===== config.mk =====
export PLATFORM = sky130hd
export DESIGN_NAME = rtc_supply_supervisor
export DESIGN_NICKNAME = d
export VERILOG_FILES = /design/src/rtl/rss_pkg.sv /design/src/rtl/rss_ctrl_regs.sv /design/src/rtl/rss_status.sv /design/src/rtl/rss_lockout.sv /design/src/rtl/rtc_supply_supervisor.sv
export SDC_FILE = /design/constraint.sdc
export NUM_CORES = 1
export LEC_CHECK = 0
export BUFFER_PORTS_ARGS = -buffer_cell sky130_fd_sc_hd__buf_2
export CORE_MARGIN = 2
export CORE_UTILIZATION = 50
export CTS_BUF_LIST = sky130_fd_sc_hd__clkbuf_16
export DETAILED_ROUTE_END_ITERATION = 12
export MAX_ROUTING_LAYER = met4
export PLACE_DENSITY = 0.8
export SLEW_MARGIN = 20
export SYNTH_ARGS = -nofsm -noshare
export SYNTH_HDL_FRONTEND = slang
export SYNTH_SLANG_ARGS = --single-unit

===== constraint.sdc =====
create_clock -name clk -period 2.6 [get_ports clk]
set_clock_uncertainty 0.15 [all_clocks]
set_input_delay 0 -clock clk [delete_from_list [all_inputs] [get_ports clk]]
set_output_delay 0 -clock clk [all_outputs]
set_load 0.1 [all_outputs]

===== src/rtl/rss_pkg.sv =====
package rss_pkg;
  localparam int unsigned DATA_W = 8;
  localparam int unsigned ADDR_W = 2;

  localparam logic [ADDR_W-1:0] A_CTRL = 2'd0;
  localparam logic [ADDR_W-1:0] A_STAT = 2'd1;

  localparam int unsigned B_RUN   = 0;
  localparam int unsigned B_PFEN  = 1;
  localparam int unsigned B_TSAVE = 2;
  localparam int unsigned B_BMODE = 3;
  localparam int unsigned B_PFCLR = 0;

  typedef enum logic [1:0] {
    LK_HOLD   = 2'd0,
    LK_SETTLE = 2'd1,
    LK_OPEN   = 2'd2
  } lock_state_e;

  function automatic logic lowbat_detect(input logic enable, input logic battery,
                                         input logic below);
    return enable & battery & below;
  endfunction

  function automatic logic rise_of(input logic now, input logic prev);
    return now & ~prev;
  endfunction

  function automatic logic last_tick(input int unsigned count, input int unsigned limit);
    return (count + 1) >= limit;
  endfunction
endpackage


===== src/rtl/rss_ctrl_regs.sv =====
module rss_ctrl_regs
  import rss_pkg::*;
(
  input  logic              clk,
  input  logic              rst_n,
  input  logic              ctrl_wr,
  input  logic [DATA_W-1:0] wr_data,
  input  logic              bat_rise,
  output logic              clk_run,
  output logic              pf_irq_en,
  output logic              tsave_en,
  output logic              batt_mode
);
  always_ff @(posedge clk or negedge rst_n) begin
    if (!rst_n) begin
      clk_run   <= 1'b0;
      pf_irq_en <= 1'b0;
      batt_mode <= 1'b0;
    end else if (ctrl_wr) begin
      clk_run   <= wr_data[B_RUN];
      pf_irq_en <= wr_data[B_PFEN];
      batt_mode <= wr_data[B_BMODE];
    end
  end

  always_ff @(posedge clk or negedge rst_n) begin
    if (!rst_n)        tsave_en <= 1'b0;
    else if (bat_rise) tsave_en <= 1'b0;
    else if (ctrl_wr)  tsave_en <= wr_data[B_TSAVE];
  end

  p_tsave_autoclear_r8: assert property (@(posedge clk) disable iff (!rst_n)
    bat_rise |=> !tsave_en);
  p_tsave_sw_write_r11: assert property (@(posedge clk) disable iff (!rst_n)
    (ctrl_wr && !bat_rise) |=> (tsave_en == $past(wr_data[B_TSAVE])));
  p_tsave_hold_r11: assert property (@(posedge clk) disable iff (!rst_n)
    (!ctrl_wr && !bat_rise) |=> $stable(tsave_en));
endmodule


===== src/rtl/rss_status.sv =====
module rss_status
  import rss_pkg::*;
(
  input  logic clk,
  input  logic rst_n,
  input  logic start_evt,
  input  logic pf_irq_en,
  input  logic on_battery,
  input  logic lowbat_cmp,
  input  logic pf_rise,
  input  logic flag_clr,
  output logic osc_fail,
  output logic low_batt,
  output logic pf_flag
);
  logic flag_set;
  assign flag_set = pf_rise & pf_irq_en;

  always_ff @(posedge clk or negedge rst_n) begin
    if (!rst_n)         osc_fail <= 1'b1;
    else if (start_evt) osc_fail <= 1'b0;
  end

  always_ff @(posedge clk or negedge rst_n) begin
    if (!rst_n) low_batt <= 1'b0;
    else        low_batt <= lowbat_detect(pf_irq_en, on_battery, lowbat_cmp);
  end

  always_ff @(posedge clk or negedge rst_n) begin
    if (!rst_n)        pf_flag <= 1'b0;
    else if (flag_set) pf_flag <= 1'b1;
    else if (flag_clr) pf_flag <= 1'b0;
  end

  p_osc_clear_r2: assert property (@(posedge clk) disable iff (!rst_n)
    start_evt |=> !osc_fail);
  p_osc_no_reset_r2: assert property (@(posedge clk) disable iff (!rst_n)
    !osc_fail |=> !osc_fail);
  p_lowbat_masked_r5: assert property (@(posedge clk) disable iff (!rst_n)
    !pf_irq_en |=> !low_batt);
  p_flag_masked_r5: assert property (@(posedge clk) disable iff (!rst_n)
    (!pf_irq_en && !pf_flag) |=> !pf_flag);
  p_flag_set_r6: assert property (@(posedge clk) disable iff (!rst_n)
    (pf_rise && pf_irq_en) |=> pf_flag);
endmodule


===== src/rtl/rss_lockout.sv =====
module rss_lockout
  import rss_pkg::*;
#(
  parameter int unsigned DEBOUNCE_TICKS = 30
) (
  input  logic clk,
  input  logic rst_n,
  input  logic power_bad,
  input  logic tick,
  output logic bus_lock
);
  localparam int unsigned CW = $clog2(DEBOUNCE_TICKS + 1);

  lock_state_e      state;
  logic [CW-1:0]    cnt;
  logic             settle_done;

  assign settle_done = tick && last_tick(int'(cnt), DEBOUNCE_TICKS);

  always_ff @(posedge clk or negedge rst_n) begin
    if (!rst_n) begin
      state <= LK_SETTLE;
      cnt   <= '0;
    end else if (power_bad) begin
      state <= LK_HOLD;
      cnt   <= '0;
    end else begin
      case (state)
        LK_HOLD: begin
          state <= LK_SETTLE;
          cnt   <= '0;
        end
        LK_SETTLE: begin
          if (settle_done) begin
            state <= LK_OPEN;
            cnt   <= '0;
          end else if (tick) begin
            cnt <= cnt + 1'b1;
          end
        end
        default: state <= LK_OPEN;
      endcase
    end
  end

  assign bus_lock = power_bad | (state != LK_OPEN);

  p_release_on_tick_r10: assert property (@(posedge clk) disable iff (!rst_n)
    $fell(bus_lock) |-> $past(tick));
  p_count_bounded_r10: assert property (@(posedge clk) disable iff (!rst_n)
    int'(cnt) < DEBOUNCE_TICKS);
  p_open_stays_r10: assert property (@(posedge clk) disable iff (!rst_n)
    (!bus_lock && !power_bad) |=> (state == LK_OPEN));
endmodule


===== src/rtl/rtc_supply_supervisor.sv =====
module rtc_supply_supervisor
  import rss_pkg::*;
#(
  parameter int unsigned DEBOUNCE_TICKS = 30
) (
  input  logic       clk,
  input  logic       rst_n,
  input  logic       on_battery,
  input  logic       pfail_in,
  input  logic       lowbat_cmp,
  input  logic       tick,
  input  logic       wr_en,
  input  logic [1:0] wr_addr,
  input  logic [7:0] wr_data,
  output logic       clk_run,
  output logic       pf_irq_en,
  output logic       tsave_en,
  output logic       batt_mode,
  output logic       osc_fail,
  output logic       low_batt,
  output logic       pf_flag,
  output logic       irq_out,
  output logic       tsave_copy,
  output logic       bus_lock
);
  logic pfail_q, batt_q;
  logic ctrl_wr, stat_wr, start_evt, flag_clr, bat_rise, pf_rise, power_bad;

  always_ff @(posedge clk or negedge rst_n) begin
    if (!rst_n) begin
      pfail_q <= 1'b0;
      batt_q  <= 1'b0;
    end else begin
      pfail_q <= pfail_in;
      batt_q  <= on_battery;
    end
  end

  assign ctrl_wr   = wr_en && (wr_addr == A_CTRL);
  assign stat_wr   = wr_en && (wr_addr == A_STAT);
  assign start_evt = ctrl_wr && wr_data[B_RUN];
  assign flag_clr  = stat_wr && wr_data[B_PFCLR];
  assign bat_rise  = rise_of(on_battery, batt_q);
  assign pf_rise   = rise_of(pfail_in, pfail_q);
  assign power_bad = pfail_in | on_battery;

  rss_ctrl_regs u_regs (
    .clk(clk), .rst_n(rst_n), .ctrl_wr(ctrl_wr), .wr_data(wr_data),
    .bat_rise(bat_rise), .clk_run(clk_run), .pf_irq_en(pf_irq_en),
    .tsave_en(tsave_en), .batt_mode(batt_mode)
  );

  rss_status u_status (
    .clk(clk), .rst_n(rst_n), .start_evt(start_evt), .pf_irq_en(pf_irq_en),
    .on_battery(on_battery), .lowbat_cmp(lowbat_cmp), .pf_rise(pf_rise),
    .flag_clr(flag_clr), .osc_fail(osc_fail), .low_batt(low_batt), .pf_flag(pf_flag)
  );

  rss_lockout #(.DEBOUNCE_TICKS(DEBOUNCE_TICKS)) u_lock (
    .clk(clk), .rst_n(rst_n), .power_bad(power_bad), .tick(tick), .bus_lock(bus_lock)
  );

  assign irq_out    = pf_flag & pf_irq_en;
  assign tsave_copy = tsave_en;

  p_lock_on_bad_r9: assert property (@(posedge clk) disable iff (!rst_n)
    (pfail_in || on_battery) |-> bus_lock);
  p_bmode_keeps_osc_r3: assert property (@(posedge clk) disable iff (!rst_n)
    (ctrl_wr && !wr_data[B_RUN]) |=> (osc_fail == $past(osc_fail)));
  p_pfail_keeps_tsave_r8: assert property (@(posedge clk) disable iff (!rst_n)
    (pf_rise && !on_battery && !wr_en) |=> (tsave_en == $past(tsave_en)));
  p_irq_masked_r6: assert property (@(posedge clk) disable iff (!rst_n)
    !pf_irq_en |-> !irq_out);
endmodule


==> impl_metrics.py, run 1 <==
metrics = {
    "grt": {
        "grt_pass1_vias": 619,
        "grtUsageTotal_pct": 19.1,
        "grt_max_degree": 17,
        "grt_pass1_wl_mm": 2.64,
        "grt_remaining_overflow": 0,
        "antenna_found_initial": 0,
    },
    "route": {
        "wl_met1_um": 649,
        "top_layer_used": "met3",
        "dr_total_vias": 645,
        "dr.pass1.iters": 2,
        "drtIter0Drc": 3,
        "dr_wl_met3_um": 80,
        "drc": 0,
        "routed_wl_mm": 1.50,
        "ant_nets": 0,
        "wire_per_inst_um": 12.5,
        "vias_per_cell": 5.38,
        "wl_met2_um": 772,
    },
    "sta": {
        "fin_crit_ps": 1810,
        "setup_tns_ps": 0,
        "worstMarginPinSlew_ps": 490,
        "period_share_pct": 69.6,
        "setup_viol": 0,
        "final_hold_viol_count": 0,
        "clock.fmax_ghz": 0.553,
        "slew_headroom_pct": 67.5,
        "drv_slew": 0,
        "rsz0062_at_grt": "false",
    },
    "yosys": {
        "synthCells": 71,
        "synth_ff_type": "dfrtp_1",
        "yosys_register_bits": 16,
        "async_flop_share_pct": 100,
        "synthDistinctLibCells": 28,
        "syn_nets": 90,
        "synthesis.area_sq_um": 790,
        "ys_seq_area_share_pct": 51.0,
        "synth_edf_count": 0,
        "syn_area_per_cell_sq_um": 11.1,
        "synth_warnings": 0,
    },
    "placement": {
        "place.gp.congestion": 0.731,
        "place_area_sq_um": 901,
        "numPortBuffers": 22,
        "hpwl_mm": 1.08,
    },
    "floorplan": {
        "core_area_sq_um": 1490,
        "die_h_um": 43.7,
        "pin_count": 27,
        "placementRows": 14,
        "die_area_sq_um": 1910,
        "die_x_um": 43.7,
        "start_util_pct": 53.0,
    },
    "clock_tree": {
        "clock_path_buffers": 2,
        "cts_resized": 0,
        "clk_latency_ps": 240,
        "cts-root-buf": "clkbuf_16",
        "post_cts_buffers": 0,
        "htree_levels": 1,
        "ctsHoldBuffers": 10,
        "cts_tree": "built",
        "clk_pin_slew_ps": 50,
        "cts_inserted_buffers": 3,
        "cts_sinks": 16,
    },
    "finish": {
        "drive_gt1_share_pct": 34.6,
        "antenna_cells": 0,
        "area_delta_synth_final_pct": 36.3,
        "fill_cells": 100,
        "nets": 125,
        "final_util_pct": 72.3,
        "final_area_sq_um": 1080,
    },
    "power_and_ir_drop": {
        "p_total_mw": 0.791,
        "power_leakage_nw": 0.497,
        "irDropWorstVdd_uv": 399,
        "p_per_area_nw_per_um2": 735,
    },
    "worst_setup_path": {
        "cp-start-kind": "flip-flop",
        "r2r-start": "u_lock.cnt[0]$_DFFE_PN0P_",
        "cp-startpoint": "u_lock.cnt[0]$_DFFE_PN0P_",
        "crit_path_end_kind": "flip-flop",
        "r2r_slack_ps": 790,
        "rr_endpoint": "u_lock.cnt[1]$_DFFE_PN0P_",
        "critPathRequiredTime_ps": 2550,
        "critPathMaxFanout": 6,
        "reg2reg_depth": 5,
        "arrival_ps": 1760,
        "critPathKind": "reg2reg",
    },
    "hold_path": {
        "hold_path.class": "in2async",
    },
    "job": {
        "max_cap_viol_count": 0,
    },
    "status": {
        "status": "finished, final reports clean",
    },
}
-- synthesized netlist by cell type, types with 2 or more instances --
cell	number	share of area, %
nand2b_1	3	2.4
o2111ai_1	2	2.2
dfstp_2	2	6.7
ha_1	2	3.2
mux2_2	3	4.3
nand2_1	8	3.8
xor2_2	2	4.1
o21ai_0	7	4.4
nand3_2	2	2.5
inv_1	5	2.4
dfrtp_1	14	44
a21oi_1	3	1.9
nand3_1	3	1.9
-- layer usage --
metal  global-route usage [%]  up-vias
met2                     33.8       18
met4                     3.64        0
met5                        -        -
met1                     22.5      315
met3                     3.75        0
li1                         -      312
-- layout make-up --
class	count	area, sq um	area share [%]
flip-flops and latches	16	403	37.4
multi-input cells	48	349	32.4
repair buffers	32	210	19.5
clock buffers	3	75.1	6.98
well taps	16	20.0	1.86
inverters	5	18.8	1.74
-- power breakdown --
part | total [mW] | internal [mW] | switching, mW
Sequential | 0.279 | 0.268 | 0.0104
Combinational | 0.228 | 0.0455 | 0.183
Clock | 0.284 | 0.201 | 0.0830
Total | 0.791 | 0.515 | 0.276
-- kinds of logic after synthesis --
| kind of cell | Yosys count | share of synthesized area [%] |
|---|---|---|
| xor gates and xnor gates | 3 | 5.23 |
| and+or+nand+nor | 23 | 16.8 |
| DFF | 16 | 51.0 |
| adders and majority gates | 2 | 3.17 |
| muxes | 4 | 5.55 |
| AOI/OAI and AO/OA | 16 | 13.5 |
| buffers and inverters | 7 | 4.75 |
-- worst max path at each step --
stage	endpoint	slack, ps	depth (start not counted)
6_report	u_lock.cnt[1]$_DFFE_PN0P_	790	5
2_1_floorplan	irq_out	650	1
3_5_place_dp	u_lock.cnt[4]$_DFFE_PN0P_	790	5
4_1_cts	u_lock.cnt[1]$_DFFE_PN0P_	790	5
5_1_grt	u_lock.cnt[4]$_DFFE_PN0P_	580	5
3_3_place_gp	u_lock.cnt[1]$_DFFE_PN0P_	850	5
-- cell usage in the layout, fill, tap and decap left out, types with 2 or more instances in the layout --
master	count
buf_2	22
dfrtp_1	14
dlygate4sd3_1	10
nand2_1	8
o21ai_0	7
inv_1	5
nand3_1	3
nand2b_1	3
a21oi_1	3
mux2_2	3
clkbuf_16	3
nand3_2	2
xor2_2	2
o2111ai_1	2
ha_1	2
dfstp_2	2
-- registers in the layout (all words and copies together), names as in the netlist --
register,cells
u_lock.cnt,5
u_lock.state,2
batt_q,1
pfail_q,1
u_regs.batt_mode,1
u_regs.clk_run,1
u_regs.pf_irq_en,1
u_regs.tsave_en,1
u_status.low_batt,1
u_status.osc_fail,1
u_status.pf_flag,1
-- critical path, cell delays in order, from the launching register on --
cell and delay, ps:
dfrtp_1 440, ha_1 280, xor2_2 160, nand3_2 110
o21ai_0 380, o21ai_0 140
-- stage by stage --
step	hold slack (ps)	worst slack (ps)	std cells
6_report	50.4	791	120
5_1_grt	68.8	577	120
4_1_cts	26.5	785	120
3_5_place_dp	-221	787	107
3_3_place_gp	-226	848	107
2_1_floorplan	-446	646	71
Power figures use the tool's default switching activity.
==> inputs of run 2 (changes only) <==
--- a/config.mk
+++ b/config.mk
@@ -5,13 +5,15 @@
 export SDC_FILE = /design/constraint.sdc
 export NUM_CORES = 1
 export LEC_CHECK = 0
+export ABC_AREA = 1
 export BUFFER_PORTS_ARGS = -buffer_cell sky130_fd_sc_hd__buf_2
+export CORE_ASPECT_RATIO = 0.8
 export CORE_MARGIN = 2
-export CORE_UTILIZATION = 50
+export CORE_UTILIZATION = 43
 export CTS_BUF_LIST = sky130_fd_sc_hd__clkbuf_16
 export DETAILED_ROUTE_END_ITERATION = 12
 export MAX_ROUTING_LAYER = met4
-export PLACE_DENSITY = 0.8
+export PLACE_DENSITY = 0.73
 export SLEW_MARGIN = 20
 export SYNTH_ARGS = -nofsm -noshare
 export SYNTH_HDL_FRONTEND = slang
==> constraint.sdc (replaced) <==
create_clock -name clk -period 1.5 [get_ports clk]
set_clock_uncertainty 0.15 [all_clocks]
set_input_delay 0 -clock clk [delete_from_list [all_inputs] [get_ports clk]]
set_output_delay 0 -clock clk [all_outputs]
set_load 0.1 [all_outputs]
==> run 2 against run 1 <==
Critical path depth increased by 5. The flow now finishes with violations (negative hold slack, negative setup slack). Clock power increased by 83%. Global-route usage increased by 4.3 points.
==> impl_metrics.py, run 2 <==
metrics = {
    "sta": {
        "slew_headroom_pct": 65.9,
        "hold_slack_ps": -54.6,
        "final_hold_viol_count": 6,
        "rsz0062_at_grt": "true",
        "worstMarginPinSlew_ps": 508,
        "period_share_pct": 103,
        "fin_ws_ps": -45.1,
        "clock.fmax_ghz": 0.647,
        "fin_crit_ps": 1550,
        "drv_slew": 0,
        "setup_viol": 5,
    },
    "route": {
        "routed_wl_mm": 2.29,
        "vias_per_cell": 4.97,
        "dr_total_vias": 830,
        "wire_per_inst_um": 13.7,
        "drc": 0,
        "dr.pass1.iters": 4,
        "drtIter0Drc": 17,
        "ant_nets": 0,
    },
    "grt": {
        "grtUsageTotal_pct": 23.4,
        "grt_max_degree": 17,
        "antenna_found_initial": 0,
        "grt_remaining_overflow": 0,
        "grt_pass1_wl_mm": 3.65,
        "grt_pass1_vias": 822,
    },
    "yosys": {
        "synthSimpleGateAreaFrac_pct": 34.5,
        "synthCells": 100,
        "synth_edf_count": 0,
        "synth_ff_type": "dfrtp_1",
        "synth_top_area_share_pct": 43.5,
        "yosys.area_share.adder_pct": 3.11,
        "syn_nets": 119,
        "syn_area_per_cell_sq_um": 8.05,
        "synth_compound_area_share_pct": 5.29,
        "async_flop_share_pct": 100,
        "yosys_register_bits": 16,
        "synthDistinctLibCells": 20,
        "ys_top_cells_by_count": "35 x nand2_1, 14 x dfrtp_1, 13 x inv_1",
        "synth.largest_area_cell": "dfrtp_1",
        "synth_xor_area_share_pct": 0,
        "synthesis.area_sq_um": 805,
        "yosys-mux-area-fraction_pct": 0,
        "synth_top_family_by_area": "simple AND/OR/NAND/NOR gates",
        "synth_warnings": 0,
        "synth_most_common_cell": "nand2_1",
        "ys_seq_area_share_pct": 50.1,
        "yosys-top-cells-area": "dfrtp_1 44%, nand2_1 16%, dfstp_2 6.5%, inv_1 6.1%, nand3_1 5.0%",
    },
    "finish": {
        "reg_top3": "u_lock.cnt: 5 flops, u_lock.state: 2 flops",
        "antenna_cells": 0,
        "final_common_cell": "nand2_1",
        "regArea_sq_um": 407,
        "nets": 165,
        "final_util_pct": 75.9,
        "fill_cells": 127,
        "final_cell_mix": "32 x nand2_1, 21 x buf_2, 15 x dlygate4sd3_1, 11 x inv_1, 11 x dfrtp_1",
        "largest_register": "u_lock.cnt",
        "area_delta_synth_final_pct": 59.6,
        "multi_input_area_sq_um": 405,
        "final_area_sq_um": 1280,
        "drive_gt1_share_pct": 37.9,
        "largest_register_ffs": 5,
    },
    "power_and_ir_drop": {
        "power_leakage_nw": 0.642,
        "irDropWorstVdd_uv": 871,
        "netSwitchingFraction_pct": 36.0,
        "pwr-share-comb_pct": 28.3,
        "p_sw_mw": 0.508,
        "p_int_mw": 0.903,
        "p_per_area_nw_per_um2": 1100,
        "power_frac_clock_pct": 36.9,
        "seqPwrFrac_pct": 34.7,
    },
    "floorplan": {
        "start_util_pct": 47.6,
        "die_area_sq_um": 2240,
        "placementRows": 13,
        "die_h_um": 42.7,
        "core_area_sq_um": 1690,
        "pin_count": 27,
        "die_x_um": 52.4,
    },
    "worst_setup_path": {
        "cp-start-kind": "flip-flop",
        "critPathKind": "reg2reg",
        "r2r_slack_ps": -50,
        "critPathMaxFanout": 7,
        "reg2reg_depth": 10,
        "rr_endpoint": "u_lock.cnt[4]$_DFFE_PN0P_",
        "critPathRequiredTime_ps": 1490,
        "arrival_ps": 1530,
        "cp-startpoint": "u_lock.cnt[1]$_DFFE_PN0P_",
        "crit_path_end_kind": "flip-flop",
        "r2r-start": "u_lock.cnt[1]$_DFFE_PN0P_",
    },
    "clock_tree": {
        "cts-root-buf": "clkbuf_16",
        "clock_path_buffers": 2,
        "cts_inserted_buffers": 3,
        "clk_latency_ps": 250,
        "clk_pin_slew_ps": 50,
        "cts_tree": "built",
        "post_cts_buffers": 0,
        "cts_sinks": 16,
        "htree_levels": 1,
        "ctsHoldBuffers": 15,
    },
    "placement": {
        "place.gp.congestion": 0.859,
        "numPortBuffers": 22,
        "hpwl_mm": 1.28,
        "dp_slack_ps": -84.9,
        "place_area_sq_um": 993,
    },
    "status": {
        "violations": "negative hold slack, negative setup slack",
        "status": "complete, but fails checks",
    },
    "hold_path": {
        "hold_path.class": "in2reg",
        "hp-start": "tick",
        "min_path_cells": 3,
        "whs_endpoint": "u_lock.state[1]$_DFFE_PN0P_",
    },
    "job": {
        "max_cap_viol_count": 0,
    },
}
## run 2: layout make-up
class                   count  area share (%)
clock buffers               3            5.85
clock inverters             1           0.292
inverters                  13            4.09
multi-input cells          70            31.6
flip-flops and latches     16            31.7
well taps                  22            2.14
repair buffers             42            24.4
## run 2: per-layer routing
metal  vias up  GRT usage, %  routed length [um]
met4         0          3.08                  63
met2        27          41.3                1230
met3         8          7.39                 112
met1       392          26.4                 887
li1        403             -                   -
met5         -             -                   0
## run 2: stage by stage
| step | TNS [ps] | power (mW) | cells |
|---|---|---|---|
| 3_5_place_dp | -424 | 0.857 | 148 |
| 5_1_grt | -822 | 1.46 | 167 |
| 3_3_place_gp | -147 | 0.852 | 148 |
| 2_1_floorplan | 0 | 0.783 | 100 |
| 4_1_cts | -295 | 1.41 | 167 |
| 6_report | -153 | 1.41 | 167 |
## run 2: critical path, cell delays in order (launching register included)
cell and delay (ps):
dfrtp_1 430, inv_2 90, ha_4 200, nand2_2 60
nand3_2 60, nor2_2 90, nand2_1 60, nand2_2 70
nand2_4 90, nand3_1 80, nand2_1 50
## run 2: worst max-delay path by stage
stage / slack (ps) / cells past startpoint / to
4_1_cts: -60 / 9 / u_lock.cnt[1]$_DFFE_PN0P_
3_5_place_dp: -80 / 10 / u_lock.cnt[3]$_DFFE_PN0P_
2_1_floorplan: 10 / 1 / tsave_en
3_3_place_gp: -30 / 10 / u_lock.cnt[3]$_DFFE_PN0P_
6_report: -50 / 10 / u_lock.cnt[4]$_DFFE_PN0P_
5_1_grt: -130 / 10 / u_lock.cnt[2]$_DFFE_PN0P_
## run 2: cells by family (layout without fill, tap and decap cells)
logic type                 after synthesis  after routing
and+or+nand+nor                         62             62
DFF                                     16             16
buffers and inverters                   14             59
AOI/OAI and AO/OA                        6              6
adders and majority gates                2              2
## run 2: timing repair
| item | CTS | global route |
|---|---|---|
| setup endpoints to repair | 7 | 7 |
| gates cloned | 0 | 0 |
| gates resized for setup | 1 | 13 |
| endpoints found under the hold margin | 32 | 2 |
| pin swaps | 4 | 3 |
## run 2: power by group through the flow
stage | Combinational [mW] | Clock (mW) | Sequential (mW)
after global placement | 0.359 | 0 | 0.493
after floorplan | 0.110 | 0 | 0.673
after detailed placement | 0.363 | 0 | 0.494
after CTS | 0.391 | 0.534 | 0.488
final | 0.400 | 0.521 | 0.490
after global routing | 0.417 | 0.548 | 0.495
==> inputs of run 3 (changes only) <==
==> constraint.sdc (replaced) <==
create_clock -name clk -period 1.4 [get_ports clk]
set_clock_uncertainty 0.15 [all_clocks]
set_input_delay 0 -clock clk [delete_from_list [all_inputs] [get_ports clk]]
set_output_delay 0 -clock clk [all_outputs]
set_load 0.1 [all_outputs]
==> run 3 against run 2 <==
The flow still finishes with violations (negative hold slack, negative setup slack). Clock-buffer cell count stayed put. Sequential power grew 6.9%. Combinational power increased by 22%. Worst hold slack worse by 150 ps. Largest power group unchanged. Highest routed layer unchanged.
==> impl_metrics.py, run 3 (synthesized netlist as in run 2, its figures left out) <==
metrics = {
    "finish": {
        "final_util_pct": 80.7,
        "final_cell_mix": "30 x nand2_1, 19 x buf_2, 14 x dlygate4sd3_1, 11 x inv_1, 9 x dfrtp_1",
        "area_delta_synth_final_pct": 69.7,
        "final_common_cell": "nand2_1",
        "largest_register_ffs": 5,
        "reg_top3": "u_lock.cnt: 5 flops, u_lock.state: 2 flops",
        "regArea_sq_um": 409,
        "antenna_cells": 0,
        "final_area_sq_um": 1370,
        "drive_gt1_share_pct": 43.0,
        "fill_cells": 110,
        "multi_input_area_sq_um": 419,
        "nets": 169,
        "largest_register": "u_lock.cnt",
    },
    "power_and_ir_drop": {
        "p_int_mw": 1.01,
        "power_leakage_nw": 0.677,
        "irDropWorstVdd_uv": 905,
        "pwr-share-comb_pct": 31.2,
        "seqPwrFrac_pct": 33.5,
        "p_sw_mw": 0.557,
        "netSwitchingFraction_pct": 35.6,
        "p_per_area_nw_per_um2": 1140,
        "power_frac_clock_pct": 35.3,
    },
    "route": {
        "vias_per_cell": 5.14,
        "dr.pass1.iters": 4,
        "dr_total_vias": 879,
        "routed_wl_mm": 2.71,
        "drc": 0,
        "ant_nets": 0,
        "drtIter0Drc": 23,
        "wire_per_inst_um": 15.8,
    },
    "hold_path": {
        "hold_path.class": "in2reg",
        "whs_endpoint": "pfail_q$_DFF_PN0_",
        "min_path_cells": 1,
        "hp-start": "pfail_in",
    },
    "sta": {
        "final_hold_viol_count": 3,
        "hold_slack_ps": -200,
        "period_share_pct": 117,
        "setup_viol": 8,
        "slew_headroom_pct": 67.7,
        "setup_tns_ps": -1530,
        "fin_crit_ps": 1640,
        "clock.fmax_ghz": 0.610,
        "drv_slew": 0,
        "rsz0062_at_grt": "true",
        "worstMarginPinSlew_ps": 487,
        "fin_ws_ps": -241,
    },
    "worst_setup_path": {
        "critPathRequiredTime_ps": 1390,
        "critPathKind": "reg2reg",
        "cp-start-kind": "flip-flop",
        "arrival_ps": 1630,
        "reg2reg_depth": 9,
        "r2r-start": "u_lock.cnt[0]$_DFFE_PN0P_",
        "r2r_slack_ps": -240,
        "critPathMaxFanout": 7,
        "rr_endpoint": "u_lock.cnt[4]$_DFFE_PN0P_",
        "crit_path_end_kind": "flip-flop",
    },
    "grt": {
        "grtUsageTotal_pct": 24.7,
        "grt_pass1_wl_mm": 3.80,
        "grt_pass1_vias": 884,
        "antenna_found_initial": 0,
        "grt_max_degree": 17,
        "grt_remaining_overflow": 0,
    },
    "clock_tree": {
        "clk_latency_ps": 250,
        "cts-root-buf": "clkbuf_16",
        "clock_path_buffers": 2,
        "htree_levels": 1,
        "clk_pin_slew_ps": 50,
        "cts_tree": "built",
        "cts_sinks": 16,
        "cts_inserted_buffers": 3,
    },
    "placement": {
        "numPortBuffers": 22,
        "place_area_sq_um": 1050,
        "hpwl_mm": 1.40,
        "dp_slack_ps": -202,
        "place.gp.congestion": 0.815,
    },
    "status": {
        "status": "complete, but fails checks",
        "violations": "negative hold slack, negative setup slack",
    },
    "floorplan": {
        "die_area_sq_um": 2240,
        "pin_count": 27,
        "placementRows": 13,
        "start_util_pct": 47.6,
        "die_h_um": 42.7,
        "die_x_um": 52.4,
        "core_area_sq_um": 1690,
    },
    "job": {
        "max_cap_viol_count": 0,
    },
}
[run 3: cell count changes in the layout (fill, tap and decap cells not counted), sizes merged]
cell / previous run / this run
buf: 27 / 32
dlygate4sd3: 15 / 14
[run 3: timing repair]
action                     CTS  global route
hold buffers                12             4
setup buffers                1             2
hold endpoints to repair    30             6
gates resized for setup      4            13
pin swaps                    3             7
setup endpoints to repair    7             9
[run 3: cell type report]
class                           count  area share (%)
Timing Repair Buffer               46            27.7
Sequential cell                    16            30.0
Clock buffer                        3            5.50
Inverter                           13            3.85
Clock inverter                      1           0.275
Tap cell                           22            2.02
Multi-Input combinational cell     70            30.7
[run 3: through the flow]
stage | total power [mW] | instances
after detailed placement | 0.945 | 150
after global placement | 0.938 | 150
after CTS | 1.54 | 167
after global routing | 1.61 | 171
after floorplan | 0.841 | 100
final | 1.56 | 171
[run 3: worst max-delay path, stage by stage (launching register included)]
cell and delay (ps):
dfrtp_2 450, ha_4 190, nand4_1 120, nand2_2 80, nor2_2 120, nand2_1 80, nand2_2 90, nand2_4 110
nand3_2 90, nand2_2 50
[run 3: how the worst max path moves through the flow]
stage	startpoint	end	slack [ps]	cells past startpoint
after floorplan	u_lock.cnt[1]$_DFFE_PN0P_	u_lock.cnt[3]$_DFFE_PN0P_	-90	10
after global placement	u_lock.cnt[1]$_DFFE_PN0P_	u_lock.cnt[3]$_DFFE_PN0P_	-130	10
after detailed placement	u_lock.cnt[1]$_DFFE_PN0P_	u_lock.cnt[4]$_DFFE_PN0P_	-200	10
after CTS	u_lock.cnt[0]$_DFFE_PN0P_	u_lock.cnt[3]$_DFFE_PN0P_	-160	9
after global routing	u_lock.cnt[0]$_DFFE_PN0P_	u_lock.cnt[0]$_DFFE_PN0P_	-310	9
final	u_lock.cnt[0]$_DFFE_PN0P_	u_lock.cnt[4]$_DFFE_PN0P_	-240	9
[run 3: power groups by stage]
stage | Sequential (mW) | Combinational, mW | Clock, mW
floorplan | 0.722 | 0.119 | 0
global placement | 0.528 | 0.410 | 0
detailed placement | 0.529 | 0.415 | 0
CTS | 0.523 | 0.449 | 0.564
global route | 0.526 | 0.504 | 0.580
finish | 0.524 | 0.487 | 0.551
[run 3: routing by layer]
metal  global-route usage [%]  wire length, um  up-vias
li1                         -                -      413
met1                     26.9             1080      427
met2                     42.3             1440       37
met3                     8.10              177        2
met4                     8.21               13        0
met5                        -                0        -
